$ cat config.mk
export PLATFORM = sky130hd
export DESIGN_NAME = dma2d_addr_gen
export DESIGN_NICKNAME = d
export VERILOG_FILES = /design/src/rtl/dma2d_pkg.sv /design/src/rtl/dma2d_count_unit.sv /design/src/rtl/dma2d_addr_unit.sv /design/src/rtl/dma2d_seq_ctrl.sv /design/src/rtl/dma2d_addr_gen.sv
export SDC_FILE = /design/constraint.sdc
export NUM_CORES = 1
export LEC_CHECK = 0
export BUFFER_PORTS_ARGS = -buffer_cell sky130_fd_sc_hd__buf_4
export CAP_MARGIN = 20
export CORE_MARGIN = 8
export CORE_UTILIZATION = 59
export CTS_CLUSTER_SIZE = 28
export DETAILED_ROUTE_END_ITERATION = 6
export PLACE_DENSITY = 0.85
export SYNTH_ARGS = -nofsm -noshare
export SYNTH_HDL_FRONTEND = slang
export SYNTH_SLANG_ARGS = --single-unit
export TNS_END_PERCENT = 10
$ cat constraint.sdc
create_clock -name clk -period 14.1 [get_ports clk]
set_clock_uncertainty 0.1 [all_clocks]
set_input_delay 1.41 -clock clk [delete_from_list [all_inputs] [get_ports clk]]
set_output_delay 1.41 -clock clk [all_outputs]
set_load 0.01 [all_outputs]
$ cat src/rtl/dma2d_pkg.sv
package dma2d_pkg;

  typedef enum logic [1:0] {
    SEQ_IDLE      = 2'd0,
    SEQ_ACTIVE    = 2'd1,
    SEQ_WAIT_DESC = 2'd2
  } seq_state_t;

  typedef struct packed {
    logic step_x;    // move by X stride, count X down
    logic row_turn;  // 2D row change: reload X, count Y down, Y jump
    logic fin_stop;  // last element, stop flow
    logic fin_chain; // last element, chained flow
  } seq_action_t;

endpackage

$ cat src/rtl/dma2d_count_unit.sv
module dma2d_count_unit #(
  parameter int CW = 16
) (
  input  logic          clk,
  input  logic          rst_n,
  input  logic          load,
  input  logic [CW-1:0] load_val,
  input  logic          dec,
  output logic [CW-1:0] cnt
);
  localparam logic [CW-1:0] FULL = '1;
  localparam logic [CW-1:0] ONE  = CW'(1);

  always_ff @(posedge clk or negedge rst_n) begin
    if (!rst_n)       cnt <= '0;
    else if (load)    cnt <= (load_val == '0) ? FULL : load_val;
    else if (dec)     cnt <= cnt - ONE;
  end

  // a load never leaves a zero count behind
  assert_load_nonzero_R1: assert property (@(posedge clk) disable iff (!rst_n)
    load |=> cnt != '0);

  // a decrement removes exactly one
  assert_count_dec_R3: assert property (@(posedge clk) disable iff (!rst_n)
    (dec && !load && cnt != '0) |=> (cnt == $past(cnt) - ONE));

endmodule

$ cat src/rtl/dma2d_addr_unit.sv
module dma2d_addr_unit #(
  parameter int AW = 32,
  parameter int MW = 16
) (
  input  logic          clk,
  input  logic          rst_n,
  input  logic          load,
  input  logic [AW-1:0] load_addr,
  input  logic          step_x,
  input  logic          step_y,
  input  logic [MW-1:0] x_mod,
  input  logic [MW-1:0] y_mod,
  output logic [AW-1:0] addr
);
  localparam int PADW = AW - MW;

  logic [AW-1:0] x_ext, y_ext, addr_nx;

  assign x_ext = {{PADW{x_mod[MW-1]}}, x_mod};
  assign y_ext = {{PADW{y_mod[MW-1]}}, y_mod};

  always_comb begin
    addr_nx = addr;
    if (load)        addr_nx = load_addr;
    else if (step_y) addr_nx = addr + y_ext;
    else if (step_x) addr_nx = addr + x_ext;
  end

  always_ff @(posedge clk or negedge rst_n) begin
    if (!rst_n) addr <= '0;
    else        addr <= addr_nx;
  end

  // the two stride kinds never apply in the same cycle
  assert_single_step_R4: assert property (@(posedge clk) disable iff (!rst_n)
    !(step_x && step_y));

endmodule

$ cat src/rtl/dma2d_seq_ctrl.sv
module dma2d_seq_ctrl #(
  parameter int CW = 16
) (
  input  logic          clk,
  input  logic          rst_n,
  input  logic          chan_en,
  input  logic          start,
  input  logic          elem_valid,
  input  logic [CW-1:0] cur_x,
  input  logic [CW-1:0] cur_y,
  input  logic          mode_2d,
  input  logic          stop_flow,
  input  logic          int_en,
  output logic          elem_ready,
  output logic          start_ok,
  output dma2d_pkg::seq_action_t act,
  output logic          running,
  output logic          done,
  output logic          row_irq,
  output logic          desc_req
);
  import dma2d_pkg::*;

  localparam logic [CW-1:0] ONE = CW'(1);

  seq_state_t state, state_nx;
  logic accept, row_end, turn;

  assign start_ok   = chan_en && start;
  assign elem_ready = (state == SEQ_ACTIVE) && chan_en && !start;
  assign accept     = elem_valid && elem_ready;
  assign row_end    = accept && (cur_x == ONE);
  assign turn       = row_end && mode_2d && (cur_y > ONE);

  always_comb begin
    act.step_x    = accept && !turn;
    act.row_turn  = turn;
    act.fin_stop  = row_end && !turn && stop_flow;
    act.fin_chain = row_end && !turn && !stop_flow;
  end

  always_comb begin
    state_nx = state;
    if (!chan_en)           state_nx = SEQ_IDLE;
    else if (start)         state_nx = SEQ_ACTIVE;
    else if (act.fin_stop)  state_nx = SEQ_IDLE;
    else if (act.fin_chain) state_nx = SEQ_WAIT_DESC;
  end

  always_ff @(posedge clk or negedge rst_n) begin
    if (!rst_n) begin
      state    <= SEQ_IDLE;
      done     <= 1'b0;
      row_irq  <= 1'b0;
      desc_req <= 1'b0;
    end else begin
      state    <= state_nx;
      row_irq  <= row_end && int_en;
      desc_req <= act.fin_chain;
      if (start_ok)          done <= 1'b0;
      else if (act.fin_stop) done <= 1'b1;
    end
  end

  assign running = (state != SEQ_IDLE);

  // an interrupt pulse follows an accepted element with interrupts on
  assert_irq_cause_R5: assert property (@(posedge clk) disable iff (!rst_n)
    row_irq |-> $past(int_en && elem_valid && elem_ready));

  // a finished channel is never running
  assert_done_idle_R6: assert property (@(posedge clk) disable iff (!rst_n)
    done |-> !running);

  // a descriptor request leaves the channel waiting, handshake closed
  assert_desc_wait_R7: assert property (@(posedge clk) disable iff (!rst_n)
    desc_req |-> (running && !elem_ready));

  // losing the enable stops the sequence at the next edge
  assert_disable_stops_R10: assert property (@(posedge clk) disable iff (!rst_n)
    !chan_en |=> !running);

endmodule

$ cat src/rtl/dma2d_addr_gen.sv
module dma2d_addr_gen #(
  parameter int AW = 32,
  parameter int CW = 16,
  parameter int MW = 16
) (
  input  logic          clk,
  input  logic          rst_n,
  input  logic          chan_en_i,
  input  logic          start_i,
  input  logic [AW-1:0] start_addr_i,
  input  logic [CW-1:0] x_count_i,
  input  logic [MW-1:0] x_mod_i,
  input  logic [CW-1:0] y_count_i,
  input  logic [MW-1:0] y_mod_i,
  input  logic          mode_2d_i,
  input  logic          stop_flow_i,
  input  logic          int_en_i,
  input  logic          elem_valid_i,
  output logic          elem_ready_o,
  output logic [AW-1:0] cur_addr_o,
  output logic [CW-1:0] cur_x_o,
  output logic [CW-1:0] cur_y_o,
  output logic          running_o,
  output logic          done_o,
  output logic          row_irq_o,
  output logic          desc_req_o
);
  import dma2d_pkg::*;

  // programmed values captured at start
  logic [CW-1:0] x_count_q;
  logic [MW-1:0] x_mod_q, y_mod_q;
  logic          mode_2d_q, stop_flow_q, int_en_q;

  logic        start_ok;
  seq_action_t act;
  logic [CW-1:0] x_load_val;

  always_ff @(posedge clk or negedge rst_n) begin
    if (!rst_n) begin
      x_count_q   <= '0;
      x_mod_q     <= '0;
      y_mod_q     <= '0;
      mode_2d_q   <= 1'b0;
      stop_flow_q <= 1'b0;
      int_en_q    <= 1'b0;
    end else if (start_ok) begin
      x_count_q   <= x_count_i;
      x_mod_q     <= x_mod_i;
      y_mod_q     <= y_mod_i;
      mode_2d_q   <= mode_2d_i;
      stop_flow_q <= stop_flow_i;
      int_en_q    <= int_en_i;
    end
  end

  dma2d_seq_ctrl #(.CW(CW)) u_seq (
    .clk        (clk),
    .rst_n      (rst_n),
    .chan_en    (chan_en_i),
    .start      (start_i),
    .elem_valid (elem_valid_i),
    .cur_x      (cur_x_o),
    .cur_y      (cur_y_o),
    .mode_2d    (mode_2d_q),
    .stop_flow  (stop_flow_q),
    .int_en     (int_en_q),
    .elem_ready (elem_ready_o),
    .start_ok   (start_ok),
    .act        (act),
    .running    (running_o),
    .done       (done_o),
    .row_irq    (row_irq_o),
    .desc_req   (desc_req_o)
  );

  assign x_load_val = start_ok ? x_count_i : x_count_q;

  dma2d_count_unit #(.CW(CW)) u_xcnt (
    .clk      (clk),
    .rst_n    (rst_n),
    .load     (start_ok || act.row_turn),
    .load_val (x_load_val),
    .dec      (act.step_x),
    .cnt      (cur_x_o)
  );

  dma2d_count_unit #(.CW(CW)) u_ycnt (
    .clk      (clk),
    .rst_n    (rst_n),
    .load     (start_ok),
    .load_val (y_count_i),
    .dec      (act.row_turn),
    .cnt      (cur_y_o)
  );

  dma2d_addr_unit #(.AW(AW), .MW(MW)) u_addr (
    .clk       (clk),
    .rst_n     (rst_n),
    .load      (start_ok),
    .load_addr (start_addr_i),
    .step_x    (act.step_x),
    .step_y    (act.row_turn),
    .x_mod     (x_mod_q),
    .y_mod     (y_mod_q),
    .addr      (cur_addr_o)
  );

  // ready is only offered by a running channel
  assert_ready_needs_run_R2: assert property (@(posedge clk) disable iff (!rst_n)
    elem_ready_o |-> running_o);

  // without a handshake or a start the address holds
  assert_addr_hold_R2: assert property (@(posedge clk) disable iff (!rst_n)
    (!(elem_valid_i && elem_ready_o) && !(start_i && chan_en_i))
      |=> cur_addr_o == $past(cur_addr_o));

  // outside 2D mode the Y count never moves after its load
  assert_y_fixed_1d_R8: assert property (@(posedge clk) disable iff (!rst_n)
    (!mode_2d_q && !(start_i && chan_en_i)) |=> cur_y_o == $past(cur_y_o));

endmodule

# Word level (Yosys, flattened, before mapping)
# Cells that the tools add are included.
[totals]
word_cells = 60
out_inout_bits = 69
register_bits = 120
input_bits = 104
[op_classes]
order_cmp = 1
n_eq_ne = 3
n_mux = 16
reduce_logical = 23
n_addsub = 4
[op_table]
columns = ["op", "n"]
rows = [
  ["$mux 16", 7],
  ["$mux 32", 3],
  ["$add 32x32->32", 2],
  ["$logic_not 16->1", 2],
  ["$sub 16x1->16 const B", 2],
  ["$eq 16x1->1 const B", 1],
  ["$gt 16x1->1 const B", 1],
  ["$logic_and 1x1->1", 12],
  ["$mux 2", 4],
  ["$reduce_bool 2->1", 4],
  ["$ne 4x1->1 const B", 1],
  ["$logic_not 1->1", 3],
  ["$reduce_bool 3->1", 1],
  ["$eq 2x1->1 const B", 1],
  ["$mux 1", 2],
  ["$logic_or 1x1->1", 1],
]

# Logic depth before layout (Yosys ltp)
[logic_depth]
depth_word = 14
mapped_depth = 19

# Hierarchy
# From an unflattened synthesis, not the netlist that was laid out.
[hier_totals]
cells_unflattened = 776
area_unflattened_um2 = 8016.4
[by_module_without_submodules]
columns = ["module", "seq_area_each_um2", "cells_each", "area_each_um2", "n_inst"]
rows = [
  ["dma2d_addr_unit", 800.8, 425, 3477.1, 1],
  ["dma2d_addr_gen", 1276.2, 109, 2152.1, 1],
  ["dma2d_count_unit (u_ycnt)", 400.4, 100, 1004.7, 1],
  ["dma2d_count_unit (u_xcnt)", 400.4, 108, 950.9, 1],
  ["dma2d_seq_ctrl", 125.1, 34, 431.7, 1],
]

# Worst setup path after synthesis
# No wires, ideal clock.
[synth_timing]
kind = "input-to-reg"
start = "input start_i"
end = "register u_addr.addr[28]"
slack_ps = 8514
t_required_ps = 13866
stages = 16
arrival_time_ps = 5352
cell_sequence = "nor4bb_1 nand2_1 nor4_2 and2_4 buf_6 clkbuf_1 mux2_2 ha_1 a21o_1 a21oi_1 a31oi_1 a2111oi_0 nor4_1 a311oi_1 xor2_1 o21ai_0"
[synth_via]
elab_chain_cells = 9
word_cells_on_any_way = 12
classes_between = "2 x mux; 10 x reduce/logical"
[synth_rtl]
columns = ["item", "line_no", "source"]
rows = [
  ["start: declaration", "dma2d_addr_gen.sv:9", "input logic start_i,"],
  ["$logic_not 1->1", "dma2d_seq_ctrl.sv:30", "assign elem_ready = (state == SEQ_ACTIVE) && chan_en && !start;"],
  ["$logic_and 1x1->1", "dma2d_seq_ctrl.sv:30", ""],
  ["$logic_and 1x1->1", "dma2d_seq_ctrl.sv:31", "assign accept = elem_valid && elem_ready;"],
  ["$logic_and 1x1->1", "dma2d_seq_ctrl.sv:32", "assign row_end = accept && (cur_x == ONE);"],
  ["$logic_and 1x1->1 (2 in series)", "dma2d_seq_ctrl.sv:33", "assign turn = row_end && mode_2d && (cur_y > ONE);"],
  ["$logic_not 1->1", "dma2d_seq_ctrl.sv:36", "act.step_x = accept && !turn;"],
  ["$logic_and 1x1->1", "dma2d_seq_ctrl.sv:36", ""],
  ["$reduce_bool 3->1 (no line)", "n/a", ""],
  ["end signal: assignment", "dma2d_addr_unit.sv:31", "else addr <= addr_nx;"],
  ["end: declaration", "dma2d_addr_unit.sv:13", "output logic [AW-1:0] addr"],
]
# Several ways; a longest one is shown, not always the timed one.
# A chain may end at the register's enable or synchronous reset.

# Final worst setup path
[layout_timing]
start = "input start_i"
end = "register u_addr.addr[15]"
# The elaborated chain is that of the path after synthesis.

==> out/qor.csv <==
stage,metric,value,unit
yosys,Synth top area share,41.2,%
cts,CTS tree,done,
cts,clk_lat worst skew,430,ps
power,P_sw,0.497,mW
cts,CTS-repair resized insts,0,
timing,Final min period,5660,ps
power,Flop pwr share,32.1,%
yosys,"Top FF cell, synth",dfrtp_1,
global_routing,number of global-route vias before repair,7308,
floorplanning,IO Pins,173,
yosys,register area share after synthesis,41.2,%
worst_setup_path,WP data arrival,5870,ps
timing,Setup WS post-layout,8440,ps
cts,setup bufs post-CTS,0,
placement,Detailed Place HPWL,15500,um
layout,"commonest cells after routing, fill and taps aside","nand2_1, buf_4, dfrtp_1",
power,P per Cell Area,154,nW/um2
layout,Filler Cells Inserted,847,
worst_setup_path,CP Max Fanout,34,
layout,footprint of the multi-input gates,4070,um2
timing,Max Slew Vio Count,0,
power,Max VDD drop,136,uV
timing,Max Fclk,0.177,GHz
yosys,cell count after synthesis,856,
worst_setup_path,CP max-delay cell,o21ai_0,
power,P_int,0.933,mW
timing,final hold vios,0,
global_routing,GRT Util Overall,27.2,%
global_routing,initial antenna violation count,0,
layout,NumNets Final,1157,
worst_setup_path,"Data required, critical path",14310,ps
floorplanning,die width,127,um
placement,number of port buffers,172,
cts,CTS Root Buffer Type,clkbuf_16,
yosys,Syn Area/Cell,8.52,um2
power,final total power,1.43,mW
routing,drt total wl,21900,um
placement,Placed Area,8690,um2
timing,Sum Neg Setup Slack,0,ps
layout,diode count,0,
cts,CTS buffer count,17,
floorplanning,row count,40,
yosys,Post-Syn Area,7290,um2
layout,"Design Area, Final",9320,um2
layout,Register Area,3000,um2
power,Clk pwr share,32.4,%
floorplanning,Die ar.,16200,um2
yosys,"FFs w/ async S/R, synth",100,%
routing,Initial DRC Count,711,
timing,Final setup viols,0,
worst_setup_path,CP cell instances,buf_4 > nor4bb_1 > nand2_1 > buf_4 > nor4_2 > and2_4 > mux2_2 > ha_1 > nand4_1 > nor2_1 > a21boi_0 > nor2_1 > o21ai_0 > a31oi_1 > mux2i_1 > a221o_1,
timing,Max transition margin,36.8,%
routing,Vias/cell,5.97,
timing,RSZ-0062 raised after global routing,no,
yosys,syn nets,996,
floorplanning,Core Region,12100,um2
cts,"CTS clk-pin slew, worst paths",50,ps
yosys,Synth area leader,dfrtp_1,
yosys,Post-synth EDFFs,0,
global_routing,first-pass GRT wire length,35600,um
timing,worst-margin pin slew,947,ps
worst_setup_path,Worst path max stage delay,560,ps
yosys,count of cell types in the netlist,68,
yosys,yosys warns,0,
yosys,Area contributors post-synth,"dfrtp_1, nand2_1, ha_1",
job,max-cap viol count,0,
floorplanning,Die H,127,um
global_routing,largest net degree at the start of global routing,89,
placement,routability cong.,0.985,
cts,TritonCTS Sinks,120,
cts,post-cts hold buffer count,0,
power,Comb power frac,35.5,%
cts,clock buffer depth,2,
routing,via count,7148,
layout,share of cells above drive strength 1,23.0,%
routing,DRC,0,
worst_setup_path,Setup Crit Path Kind,in -> reg,
worst_setup_path,startpoint type of the worst setup path,input pin,
layout,area delta synth->final,27.8,%
cts,H-tree depth,4,
hold_path,Hold WC Path Type,reg -> reg,
layout,"commonest non-fill, non-tap cell in the layout",nand2_1,
routing,antenna-violating nets left,0,
routing,Pre-antenna DRT Iters,5,
power,Switching Share,34.8,%
timing,fraction of the cycle the final worst path needs,40.1,%
global_routing,gr ovfl total,0,
power,Pleak,4.41,nW
placement,post-place setup slack,8120,ps
run_status,status,"finished, final reports clean",
floorplanning,initial core utilization,60.4,%
worst_setup_path,CP endpoint kind,flip-flop,
routing,WL/cell,18.2,um
yosys,Yosys reg bits,120,
[critical path: cells and delay by family]
| kind | cells | cell delay (ps) |
|---|---|---|
| compound gates | 4 | 1360 |
| fa+ha+maj | 1 | 410 |
| buf+inv | 2 | 410 |
| mux | 2 | 550 |
| simple gates | 7 | 1710 |
[final timing paths]
path / from / to / slack, ps / depth (start not counted)
max: start_i / u_addr.addr[15]$_DFFE_PN0P_ / 8440 / 16
min: int_en_q$_DFFE_PN0P_ / int_en_q$_DFFE_PN0P_ / 370 / 2
max reg2reg: u_xcnt.cnt[12]$_DFFE_PN0P_ / u_addr.addr[15]$_DFFE_PN0P_ / 9060 / 14
min reg2reg: int_en_q$_DFFE_PN0P_ / int_en_q$_DFFE_PN0P_ / 370 / 2
max in group asynchronous: rst_n / y_mod_q[10]$_DFFE_PN0P_ / 11670 / 2
min in group asynchronous: rst_n / x_count_q[2]$_DFF_PN0_ / 920 / 1
[through the flow]
| step | cells | hold WS, ps | utilization [%] |
|---|---|---|---|
| finish | 1198 | 373 | 77.3 |
| global route | 1198 | 392 | 77.3 |
| CTS | 1198 | 372 | 77.3 |
| detailed placement | 1166 | 358 | 72.1 |
| global placement | 1166 | 352 | 72.1 |
| floorplan | 856 | 337 | - |
[power by group through the flow]
stage	logic, mW	clock network [mW]	registers (mW)
6_report	0.509	0.463	0.459
5_1_grt	0.558	0.481	0.465
4_1_cts	0.503	0.465	0.457
3_5_place_dp	0.493	0	0.461
3_3_place_gp	0.484	0	0.461
2_1_floorplan	0.307	0	0.464
[cell families after synthesis]
| kind of cell | after synthesis | synth area share [%] |
|---|---|---|
| and+or+nand+nor | 352 | 21.5 |
| AOI/OAI and AO/OA | 225 | 19.0 |
| DFF | 120 | 41.2 |
| buffers and inverters | 56 | 3.07 |
| xor gates and xnor gates | 42 | 5.15 |
| adders and majority gates | 36 | 6.28 |
| muxes | 25 | 3.79 |
[flip-flops by register name, summed over array words and instances, names as in the netlist]
name and count:
u_seq.desc_req 1, u_seq.state 2, y_mod_q 16, x_mod_q 16
mode_2d_q 1, u_xcnt.cnt 16, u_ycnt.cnt 16, stop_flow_q 1
u_seq.done 1, u_seq.row_irq 1, int_en_q 1, u_addr.addr 32
x_count_q 16
[per-layer routing]
layer,wire length (um),share of wire (%),vias to the layer above,track usage (%)
met5,0,0,-,0
met3,1810,8.3,46,7.70
met4,554,2.5,0,11.5
met1,8830,40,3391,32.9
li1,-,-,3368,-
met2,10700,49,343,44.5
[area by class of cell]
type	instances	area share, %
Inverter	20	0.806
Tap cell	168	2.26
Clock buffer	25	5.21
Clock inverter	7	1.49
Multi-Input combinational cell	680	43.7
Sequential cell	120	32.2
Timing Repair Buffer	178	14.3
[synthesized netlist by cell type (all sizes together), types with 3 or more instances]
cell,number
a21o,12
ha,35
a21oi,84
nand2b,4
o21a,3
and2,6
dfrtp,120
a211o,5
mux2i,7
a31oi,11
and3,5
a211oi,5
a22oi,7
nand3,14
nor4,15
o31ai,6
inv,20
o211ai,6
or2,5
o22ai,6
o21bai,7
nand2,189
mux2,18
clkbuf,26
buf,10
xor2,17
xnor2,25
nor3,21
nor2,64
o2111ai,4
nor2b,4
o21ai,48
or3,10
nand4b,4
or4,6
No activity file was read; power rests on OpenSTA's default activity.
